===== config.mk =====
export PLATFORM = sky130hd
export DESIGN_NAME = bitstream_scaler
export DESIGN_NICKNAME = d
export VERILOG_FILES = /design/src/rtl/bss_pkg.sv /design/src/rtl/bss_window_timer.sv /design/src/rtl/bss_gain_src.sv /design/src/rtl/bss_accum.sv /design/src/rtl/bitstream_scaler.sv
export SDC_FILE = /design/constraint.sdc
export NUM_CORES = 1
export LEC_CHECK = 0
export BUFFER_PORTS_ARGS = -buffer_cell sky130_fd_sc_hd__clkbuf_2
export CORE_AREA = 3 3 131 133
export CTS_BUF_LIST = sky130_fd_sc_hd__clkbuf_4
export DETAILED_ROUTE_END_ITERATION = 12
export DIE_AREA = 0 0 134 136
export PLACE_DENSITY = 0.89
export SLEW_MARGIN = 30
export SYNTH_ARGS = -nofsm -noshare
export SYNTH_HDL_FRONTEND = slang
export SYNTH_SLANG_ARGS = --single-unit

===== constraint.sdc =====
create_clock -name clk -period 4.2 [get_ports clk]
set_input_delay 0.84 -clock clk [delete_from_list [all_inputs] [get_ports clk]]
set_output_delay 0.84 -clock clk [all_outputs]
set_load 0.02 [all_outputs]

===== src/rtl/bss_pkg.sv =====
package bss_pkg;

    typedef enum logic [0:0] {
        ST_IDLE = 1'b0,
        ST_RUN  = 1'b1
    } bss_state_e;

endpackage


===== src/rtl/bss_window_timer.sv =====
module bss_window_timer #(
    parameter int WIN_W = 16
) (
    input  logic             clk,
    input  logic             rst,
    input  logic             restart,
    input  logic             step,
    input  logic [WIN_W-1:0] len,
    output logic             last
);

    logic [WIN_W-1:0] cnt_q;

    // The window ends when the count of samples taken reaches len; len of zero ends at once.
    assign last = ({1'b0, cnt_q} + {{WIN_W{1'b0}}, 1'b1}) >= {1'b0, len};

    always_ff @(posedge clk) begin
        if (rst) begin
            cnt_q <= '0;
        end else if (restart) begin
            cnt_q <= '0;
        end else if (step) begin
            cnt_q <= cnt_q + 1'b1;
        end
    end

endmodule


===== src/rtl/bss_gain_src.sv =====
module bss_gain_src #(
    parameter int HALF_W = 16,
    parameter int TBL_N  = 4,
    parameter int IDX_W  = 2
) (
    input  logic                      clk,
    input  logic                      rst,
    input  logic                      restart,
    input  logic                      hit,
    input  logic                      dither_on,
    input  logic [HALF_W-1:0]         gain_fixed,
    input  logic [TBL_N*HALF_W-1:0]   tbl,
    output logic [HALF_W-1:0]         gain_now,
    output logic [IDX_W-1:0]          idx_q
);

    logic [HALF_W-1:0] entry [TBL_N];

    for (genvar g = 0; g < TBL_N; g++) begin : g_entry
        assign entry[g] = tbl[g*HALF_W +: HALF_W];
    end

    assign gain_now = dither_on ? entry[idx_q] : gain_fixed;

    always_ff @(posedge clk) begin
        if (rst) begin
            idx_q <= '0;
        end else if (restart) begin
            idx_q <= '0;
        end else if (hit) begin
            if (idx_q == IDX_W'(TBL_N - 1)) begin
                idx_q <= '0;
            end else begin
                idx_q <= idx_q + 1'b1;
            end
        end
    end

endmodule


===== src/rtl/bss_accum.sv =====
module bss_accum #(
    parameter int HALF_W = 16
) (
    input  logic              clk,
    input  logic              rst,
    input  logic              preload,
    input  logic [HALF_W-1:0] offset,
    input  logic              sample,
    input  logic              hit,
    input  logic [HALF_W-1:0] addend,
    input  logic              capture,
    output logic [HALF_W-1:0] result,
    output logic              result_valid
);

    localparam int ACC_W = 2 * HALF_W;

    logic [ACC_W-1:0] acc_q;
    logic [ACC_W-1:0] sum;

    assign sum = acc_q + (hit ? {{HALF_W{1'b0}}, addend} : '0);

    always_ff @(posedge clk) begin
        if (rst) begin
            acc_q        <= '0;
            result       <= '0;
            result_valid <= 1'b0;
        end else begin
            result_valid <= capture;
            if (capture) begin
                result <= sum[ACC_W-1:HALF_W];
            end
            if (preload) begin
                acc_q <= {offset, {HALF_W{1'b0}}};
            end else if (sample) begin
                acc_q <= sum;
            end
        end
    end

endmodule


===== src/rtl/bitstream_scaler.sv =====
module bitstream_scaler #(
    parameter int HALF_W = 16,
    parameter int WIN_W  = 16,
    parameter int TBL_N  = 4
) (
    input  logic                    clk,
    input  logic                    rst,
    input  logic                    enable,
    input  logic                    mod_bit,
    input  logic [WIN_W-1:0]        win_len,
    input  logic [HALF_W-1:0]       offset_k,
    input  logic [HALF_W-1:0]       gain_k,
    input  logic                    dither_on,
    input  logic [TBL_N*HALF_W-1:0] dither_tbl,
    output logic [HALF_W-1:0]       result,
    output logic                    result_valid
);

    import bss_pkg::*;

    localparam int IDX_W = (TBL_N > 1) ? $clog2(TBL_N) : 1;

    bss_state_e state_q, state_d;

    logic                    win_start;
    logic                    sample;
    logic                    capture;
    logic                    hit;
    logic                    last;
    logic [HALF_W-1:0]       gain_now;
    logic [IDX_W-1:0]        dith_idx;

    logic [WIN_W-1:0]        len_sh;
    logic [HALF_W-1:0]       gain_sh;
    logic                    dith_sh;
    logic [TBL_N*HALF_W-1:0] tbl_sh;

    // State register
    always_ff @(posedge clk) begin
        if (rst) begin
            state_q <= ST_IDLE;
        end else begin
            state_q <= state_d;
        end
    end

    // Next state and control outputs
    always_comb begin
        state_d   = state_q;
        win_start = 1'b0;
        sample    = 1'b0;
        capture   = 1'b0;
        unique case (state_q)
            ST_IDLE: begin
                if (enable) begin
                    state_d   = ST_RUN;
                    win_start = 1'b1;
                end
            end
            ST_RUN: begin
                if (enable) begin
                    sample = 1'b1;
                    if (last) begin
                        capture   = 1'b1;
                        win_start = 1'b1;
                    end
                end else begin
                    state_d = ST_IDLE;
                end
            end
        endcase
    end

    assign hit = sample & mod_bit;

    // Per-window copies of the constants
    always_ff @(posedge clk) begin
        if (rst) begin
            len_sh  <= '0;
            gain_sh <= '0;
            dith_sh <= 1'b0;
            tbl_sh  <= '0;
        end else if (win_start) begin
            len_sh  <= win_len;
            gain_sh <= gain_k;
            dith_sh <= dither_on;
            tbl_sh  <= dither_tbl;
        end
    end

    bss_window_timer #(
        .WIN_W (WIN_W)
    ) u_timer (
        .clk     (clk),
        .rst     (rst),
        .restart (win_start),
        .step    (sample),
        .len     (len_sh),
        .last    (last)
    );

    bss_gain_src #(
        .HALF_W (HALF_W),
        .TBL_N  (TBL_N),
        .IDX_W  (IDX_W)
    ) u_gain (
        .clk        (clk),
        .rst        (rst),
        .restart    (win_start),
        .hit        (hit),
        .dither_on  (dith_sh),
        .gain_fixed (gain_sh),
        .tbl        (tbl_sh),
        .gain_now   (gain_now),
        .idx_q      (dith_idx)
    );

    bss_accum #(
        .HALF_W (HALF_W)
    ) u_acc (
        .clk          (clk),
        .rst          (rst),
        .preload      (win_start),
        .offset       (offset_k),
        .sample       (sample),
        .hit          (hit),
        .addend       (gain_now),
        .capture      (capture),
        .result       (result),
        .result_valid (result_valid)
    );

endmodule


==> impl_metrics.py, run 1 <==
metrics = {
    "run_status": {
        "status": "finished, final reports clean",
    },
    "power": {
        "switching_share_pct": 28.19,
        "powerDensity_nw_per_um2": 320.4,
        "internal-power_mw": 2.234,
        "p_comb_share_pct": 13.0,
        "p_leak_nw": 3.818,
        "power_frac_seq_pct": 54.5,
        "peakVddDrop_v": 0.0002336,
        "p_clk_share_pct": 32.5,
        "p_switching_uw": 877.1,
    },
    "grt": {
        "grt_overflow": 0,
        "track_usage_pct": 22.42,
        "antenna_found_initial": 0,
        "grt_max_degree": 98,
        "grt_pass1_wl_mm": 33.60,
        "grt_pass1_vias": 7261,
    },
    "finish": {
        "final_util_pct": 60.91,
        "layout-drive-gt1-share_pct": 19.52,
        "fin_nets": 1308,
        "final_cell_area_um2": 9711,
        "syn_to_final_growth_pct": 13.93,
        "final_cells": 1385,
    },
    "setup_path": {
        "crit_buf_inv": 2,
        "cp.required_ns": 4.68,
        "r2r_cells": 14,
        "crit_chain": "buf_4 -> mux4_2 -> mux2i_1 -> nor2_1 -> ha_1 -> fa_1 -> a211oi_1 -> nor2_1 -> a31oi_1 -> buf_4 -> a211oi_2 -> a2111oi_1 -> a41oi_1 -> o311ai_1",
        "worst_setup_path_start_kind": "flip-flop",
        "critPathMaxStageDelay_ns": 0.55,
        "rr_endpoint": "u_acc.acc_q[20]",
        "worstPathArrival_ns": 4.31,
        "slowest_stage": "mux4_2",
        "crit_path_end_kind": "flip-flop",
        "reg2reg_from": "u_gain.idx_q[0]",
        "path_class": "flip-flop to flip-flop",
        "crit_fanout": 19,
        "cp_top_family": "compound AO/OA/AOI/OAI gates",
        "critical_path_cell_count": 14,
        "regToRegSetupSlack_ns": 0.37,
    },
    "cts": {
        "htree_levels": 4,
        "hold_buffers": 0,
        "cts_tree": "done",
        "numCtsBuffers": 17,
        "cts-root-buf": "clkbuf_4",
        "insertion_delay_ns": 0.57,
        "cts_sinks": 165,
        "clockBufferDepth": 2,
        "clkSlewWorstSetupHoldPaths_ns": 0.14,
    },
    "synthesis": {
        "synth_edf_count": 0,
        "syn_nets": 1202,
        "syn_inst": 1050,
        "synth_warnings": 0,
        "synth_top_area_cell": "dfxtp_1",
        "synth_top_area_share_pct": 38.76,
        "async_flop_share_pct": 0,
        "yosysMostFrequentCell": "nand2_1",
        "synth_seq_cells": 165,
        "synth.top_cells.by_area": "dfxtp_1 (39%), nand2_1 (11%), a21oi_1 (7.9%), ha_1 (5.0%), nor2_1 (4.6%)",
        "synth_area_per_cell_um2": 8.117,
        "synth_area_um2": 8523,
        "synthTopCellsByCount": "nand2_1 (254), dfxtp_1 (165), a21oi_1 (135)",
        "synth_ff_type": "dfxtp_1",
        "seq_area_frac_synth_pct": 38.76,
        "yosysUniqueCellTypes": 69,
    },
    "flow_run": {
        "cap_violations": 0,
    },
    "routing": {
        "routedWlPerCell_um": 15.03,
        "drt.antenna.violating_nets": 0,
        "finalWirelength_mm": 20.82,
        "drc": 0,
        "vias": 7652,
        "drt_first_pass_iters": 7,
        "via_per_inst": 5.525,
        "drt_iter0_drc": 569,
    },
    "timing": {
        "finalClockSkew_ns": 0.02052,
        "final_max_slew_viol_count": 0,
        "fmax_ghz": 0.2612,
        "rsz0062_at_grt": "false",
        "fin_crit_ns": 3.828,
        "relSlewSlack_pct": 39.40,
        "timing.final.crit_share_pct": 91.15,
        "worstMarginPinSlew_ns": 0.9090,
        "setup_viol": 0,
        "setup_tns_ns": 0,
        "hold_viol": 0,
    },
    "floorplan": {
        "ios": 134,
        "start_util_pct": 53.46,
        "die_w_um": 134,
        "dieArea_um2": 18220,
        "design.core.area_um2": 15940,
        "die_h_um": 136,
        "placementRows": 46,
    },
    "min_path": {
        "worstHoldEndpoint": "gain_sh[11]",
        "hold_class": "flip-flop to flip-flop",
        "hp-start": "gain_sh[11]",
        "min_delay_path_depth": 2,
    },
    "placed_design": {
        "dpl-instance-area_um2": 9355,
        "dp_cells": 1352,
        "numPortBuffers": 133,
        "place_congestion": 0.9075,
        "post-dp-hpwl_mm": 14.70,
    },
}
## how the worst max path moves through the flow
stage	start	slack [ns]	to
global placement	u_gain.idx_q[1]	0.40	u_acc.acc_q[31]
floorplan	enable	0.25	u_acc.acc_q[31]
finish	u_gain.idx_q[0]	0.37	u_acc.acc_q[20]
detailed placement	u_timer.cnt_q[0]	0.09	u_acc.result[1]
global route	u_timer.cnt_q[0]	0.03	tbl_sh[54]
CTS	u_timer.cnt_q[0]	0.04	u_acc.result[6]
## kinds of logic (layout without fill, tap and decap cells)
kind of cell / Yosys count / in the layout / synth area share (%)
AOI/OAI and AO/OA: 225 / 226 / 16.97
and+or+nand+nor: 444 / 444 / 22.40
adders and majority gates: 35 / 35 / 5.226
buffers and inverters: 94 / 211 / 4.874
muxes: 33 / 33 / 6.224
xor gates and xnor gates: 54 / 54 / 5.549
DFF: 165 / 165 / 38.76
other: 0 / 1 / 0
## repair_timing
| item | 4_1_cts | 5_1_grt |
|---|---|---|
| endpoints found under the setup margin | 0 | 126 |
| resized for setup | 0 | 9 |
| buffers inserted | 0 | 0 |
| hold endpoints to repair | 0 | 0 |
## cell type report
cell class              instances  area [um^2]
repair buffers                152        865.8
well taps                     216        270.3
flip-flops and latches        165         3304
multi-input cells             792         4853
fillers                      1395         6232
clock inverters                13        173.9
clock buffers                  18        135.1
inverters                      28        105.1
diodes                          1        2.502
## worst min-delay path, cell delays in order (launching register included)
cell	delay (ns)
dfxtp_1	0.33
nand2_1	0.05
a21oi_1	0.05
## cell usage in the layout, fill, tap and decap left out, types with 17 or more instances in the layout
master	netlist	layout
a21oi_1	135	134
nor2_1	105	104
nand3_1	19	19
nand2_1	254	254
a211oi_1	24	24
dfxtp_1	165	164
mux2i_1	17	17
clkbuf_2	0	132
ha_1	34	34
xnor2_1	26	26
inv_1	26	26
clkbuf_4	0	18
xor2_1	28	28
## through the flow
step	setup WS, ns	hold WS, ns	total power [mW]
finish	0.3718	0.4631	3.112
global route	0.02875	0.4367	3.245
CTS	0.04085	0.4255	3.121
detailed placement	0.08805	0.4452	2.125
global placement	0.4013	0.4382	2.110
floorplan	0.2540	0.4331	1.981
## power groups by stage
stage,clock (mW),sequential (mW),combinational [mW]
final,1.01,1.70,0.404
after global routing,1.09,1.71,0.449
after CTS,1.03,1.69,0.398
after detailed placement,0,1.73,0.396
after global placement,0,1.72,0.386
after floorplan,0,1.72,0.264
## flip-flops by register name, indices dropped and copies added, names as in the netlist
signal and count:
u_acc.acc_q 32, gain_sh 16, dith_sh 1, u_timer.cnt_q 16, len_sh 16, u_acc.result_valid 1
u_acc.result 16, state_q 1, tbl_sh 64, u_gain.idx_q 2
## metal layers
metal	vias to the layer above	track usage, %	part of all wire, %
met2	266	38.10	48
met4	0	7.543	1.9
li1	3818	-	-
met5	-	0	0
met1	3527	28.51	44
met3	41	4.700	6.5
(Power assumes the default switching activity.)
==> inputs of run 2 (changes only) <==
--- a/config.mk
+++ b/config.mk
@@ -6,11 +6,11 @@
 export NUM_CORES = 1
 export LEC_CHECK = 0
 export BUFFER_PORTS_ARGS = -buffer_cell sky130_fd_sc_hd__clkbuf_2
-export CORE_AREA = 3 3 131 133
+export CORE_AREA = 3 3 120 122
 export CTS_BUF_LIST = sky130_fd_sc_hd__clkbuf_4
 export DETAILED_ROUTE_END_ITERATION = 12
-export DIE_AREA = 0 0 134 136
-export PLACE_DENSITY = 0.89
+export DIE_AREA = 0 0 123 125
+export PLACE_DENSITY = 0.95
 export SLEW_MARGIN = 30
 export SYNTH_ARGS = -nofsm -noshare
 export SYNTH_HDL_FRONTEND = slang
==> constraint.sdc (replaced) <==
create_clock -name clk -period 4.5 [get_ports clk]
set_input_delay 0.9 -clock clk [delete_from_list [all_inputs] [get_ports clk]]
set_output_delay 0.9 -clock clk [all_outputs]
set_load 0.02 [all_outputs]
==> impl_metrics.py, run 2 (synthesis gave the netlist of run 1 again) <==
metrics = {
    "floorplan": {
        "design.core.area_um2": 13300,
        "placementRows": 42,
        "start_util_pct": 64.11,
        "dieArea_um2": 15380,
        "ios": 134,
        "die_h_um": 125,
        "die_w_um": 123,
    },
    "min_path": {
        "hold_class": "flip-flop to flip-flop",
    },
    "routing": {
        "drt_iter0_drc": 578,
        "drt.antenna.violating_nets": 0,
        "drt_first_pass_iters": 5,
        "vias": 7726,
        "maxUsedRoutingLayer": "met4",
        "route.met2.wl_mm": 9.793,
        "finalWirelength_mm": 20.30,
        "route.layer.met1.wl_mm": 8.614,
        "via_per_inst": 5.770,
        "routed-wl-met3_mm": 1.419,
        "routedWlPerCell_um": 15.16,
        "drc": 0,
    },
    "finish": {
        "largest_reg_flops": 64,
        "final_common_cell": "nand2_1",
        "fin_nets": 1304,
        "layout-drive-gt1-share_pct": 18.66,
        "regMostFlops": "tbl_sh",
        "fill_cells": 1003,
        "top_regs": "tbl_sh x64, u_acc.acc_q x32",
        "final_util_pct": 71.80,
        "num_antenna_cells": 0,
        "final_cells": 1339,
        "syn_to_final_growth_pct": 12.01,
        "layout_common_cells": "nand2_1 (254), dfxtp_1 (165), a21oi_1 (135)",
    },
    "run_status": {
        "status": "finished, final reports clean",
    },
    "power": {
        "peakVddDrop_v": 0.0002214,
        "p_total_mw": 2.865,
        "p_leak_nw": 3.777,
        "powerDensity_nw_per_um2": 300.1,
    },
    "timing": {
        "final_max_slew_viol_count": 0,
        "worstMarginPinSlew_ns": 0.7700,
        "hold_viol": 0,
        "fmax_ghz": 0.2380,
        "rsz0062_at_grt": "false",
        "timing.final.crit_share_pct": 93.37,
        "relSlewSlack_pct": 48.67,
        "worst_slack_ns": 0.2985,
        "setup_viol": 0,
        "fin_crit_ns": 4.202,
        "finalClockSkew_ns": 0.01918,
        "setup_tns_ns": 0,
    },
    "placed_design": {
        "dp_cells": 1309,
        "numPortBuffers": 133,
        "place_congestion": 0.9469,
        "post-dp-hpwl_mm": 14.69,
        "dp_slack_ns": 0.3263,
    },
    "grt": {
        "antenna_found_initial": 0,
        "grt_overflow": 0,
        "grt_max_degree": 88,
        "grt_pass1_wl_mm": 33.53,
        "grt_pass1_vias": 7425,
        "track_usage_pct": 26.66,
    },
    "cts": {
        "cts_resized": 0,
        "clockBufferDepth": 2,
        "cts_tree": "done",
        "cts_sinks": 165,
        "cts-root-buf": "clkbuf_4",
        "hold_buffers": 0,
        "numCtsBuffers": 17,
        "post_cts_buffers": 0,
        "htree_levels": 4,
        "clkSlewWorstSetupHoldPaths_ns": 0.14,
        "insertion_delay_ns": 0.57,
    },
    "setup_path": {
        "crit_chain": "ha_1 -> nand3_1 -> nor2_1 -> nand3_1 -> nor2_1 -> xor2_1 -> ha_1 -> nand4_1 -> nor4_1 -> nor4_1 -> a21oi_1 -> o21ai_4 -> buf_4 -> nand2_1 -> buf_4 -> a21oi_1",
        "path_class": "flip-flop to flip-flop",
        "critPathMaxStageDelay_ns": 0.54,
        "worstPathArrival_ns": 4.64,
        "cp_top_family": "simple AND/OR/NAND/NOR gates",
        "worst_setup_path_start_kind": "flip-flop",
        "slowest_stage": "a21oi_1",
        "regToRegSetupSlack_ns": 0.30,
        "crit_path_end_kind": "flip-flop",
        "crit_buf_inv": 2,
        "crit_fanout": 34,
        "cp.required_ns": 4.94,
    },
    "flow_run": {
        "cap_violations": 0,
    },
}
## run 2: cell types whose count changed in the layout (fill, tap and decap cells not counted), sizes merged
| cell | delta |
|---|---|
| buf | -2 |
| clkbuf | -2 |
| a21oi | -1 |
| diode | -1 |
## run 2: metrics by stage
step / hold WS [ns] / cell area (um^2)
after global placement: 0.4396 / 9245
after CTS: 0.4629 / 9547
after floorplan: 0.4331 / 8523
after global routing: 0.4842 / 9547
final: 0.4610 / 9547
after detailed placement: 0.4461 / 9245
## run 2: per-layer routing
metal / vias up / global-route usage (%)
met5: - / 0
met4: 0 / 11.01
met3: 45 / 6.098
met2: 292 / 43.58
met1: 3568 / 33.92
li1: 3821 / -
## run 2: worst paths after layout
check / start / end / cells past startpoint
max: u_timer.cnt_q[0] / u_gain.idx_q[1] / 16
min: tbl_sh[19] / tbl_sh[19] / 2
max reg2reg: u_timer.cnt_q[0] / u_gain.idx_q[1] / 16
min reg2reg: tbl_sh[19] / tbl_sh[19] / 2
## run 2: power breakdown
group | total, mW | internal [mW] | switching (mW)
Clock | 0.918 | 0.388 | 0.530
Combinational | 0.364 | 0.149 | 0.215
Sequential | 1.58 | 1.53 | 0.0508
Total | 2.87 | 2.07 | 0.796
## run 2: worst reg2reg max path, delay by kind of cell, from the launching register on
kind	cells	cell delay [ns]
AND/OR/NAND/NOR	8	1.64
AO/OA/AOI/OAI	3	0.79
flip-flops	1	0.44
XOR/XNOR	1	0.08
adder cells (fa/ha/maj)	2	0.55
buffers and inverters	2	0.58
## run 2: layout make-up
cell class | count | area [um^2] | share of cell area, %
well taps | 176 | 220.2 | 2.307
multi-input cells | 791 | 4816 | 50.45
clock inverters | 13 | 173.9 | 1.822
clock buffers | 17 | 127.6 | 1.337
repair buffers | 149 | 800.8 | 8.388
inverters | 28 | 105.1 | 1.101
flip-flops and latches | 165 | 3303 | 34.60
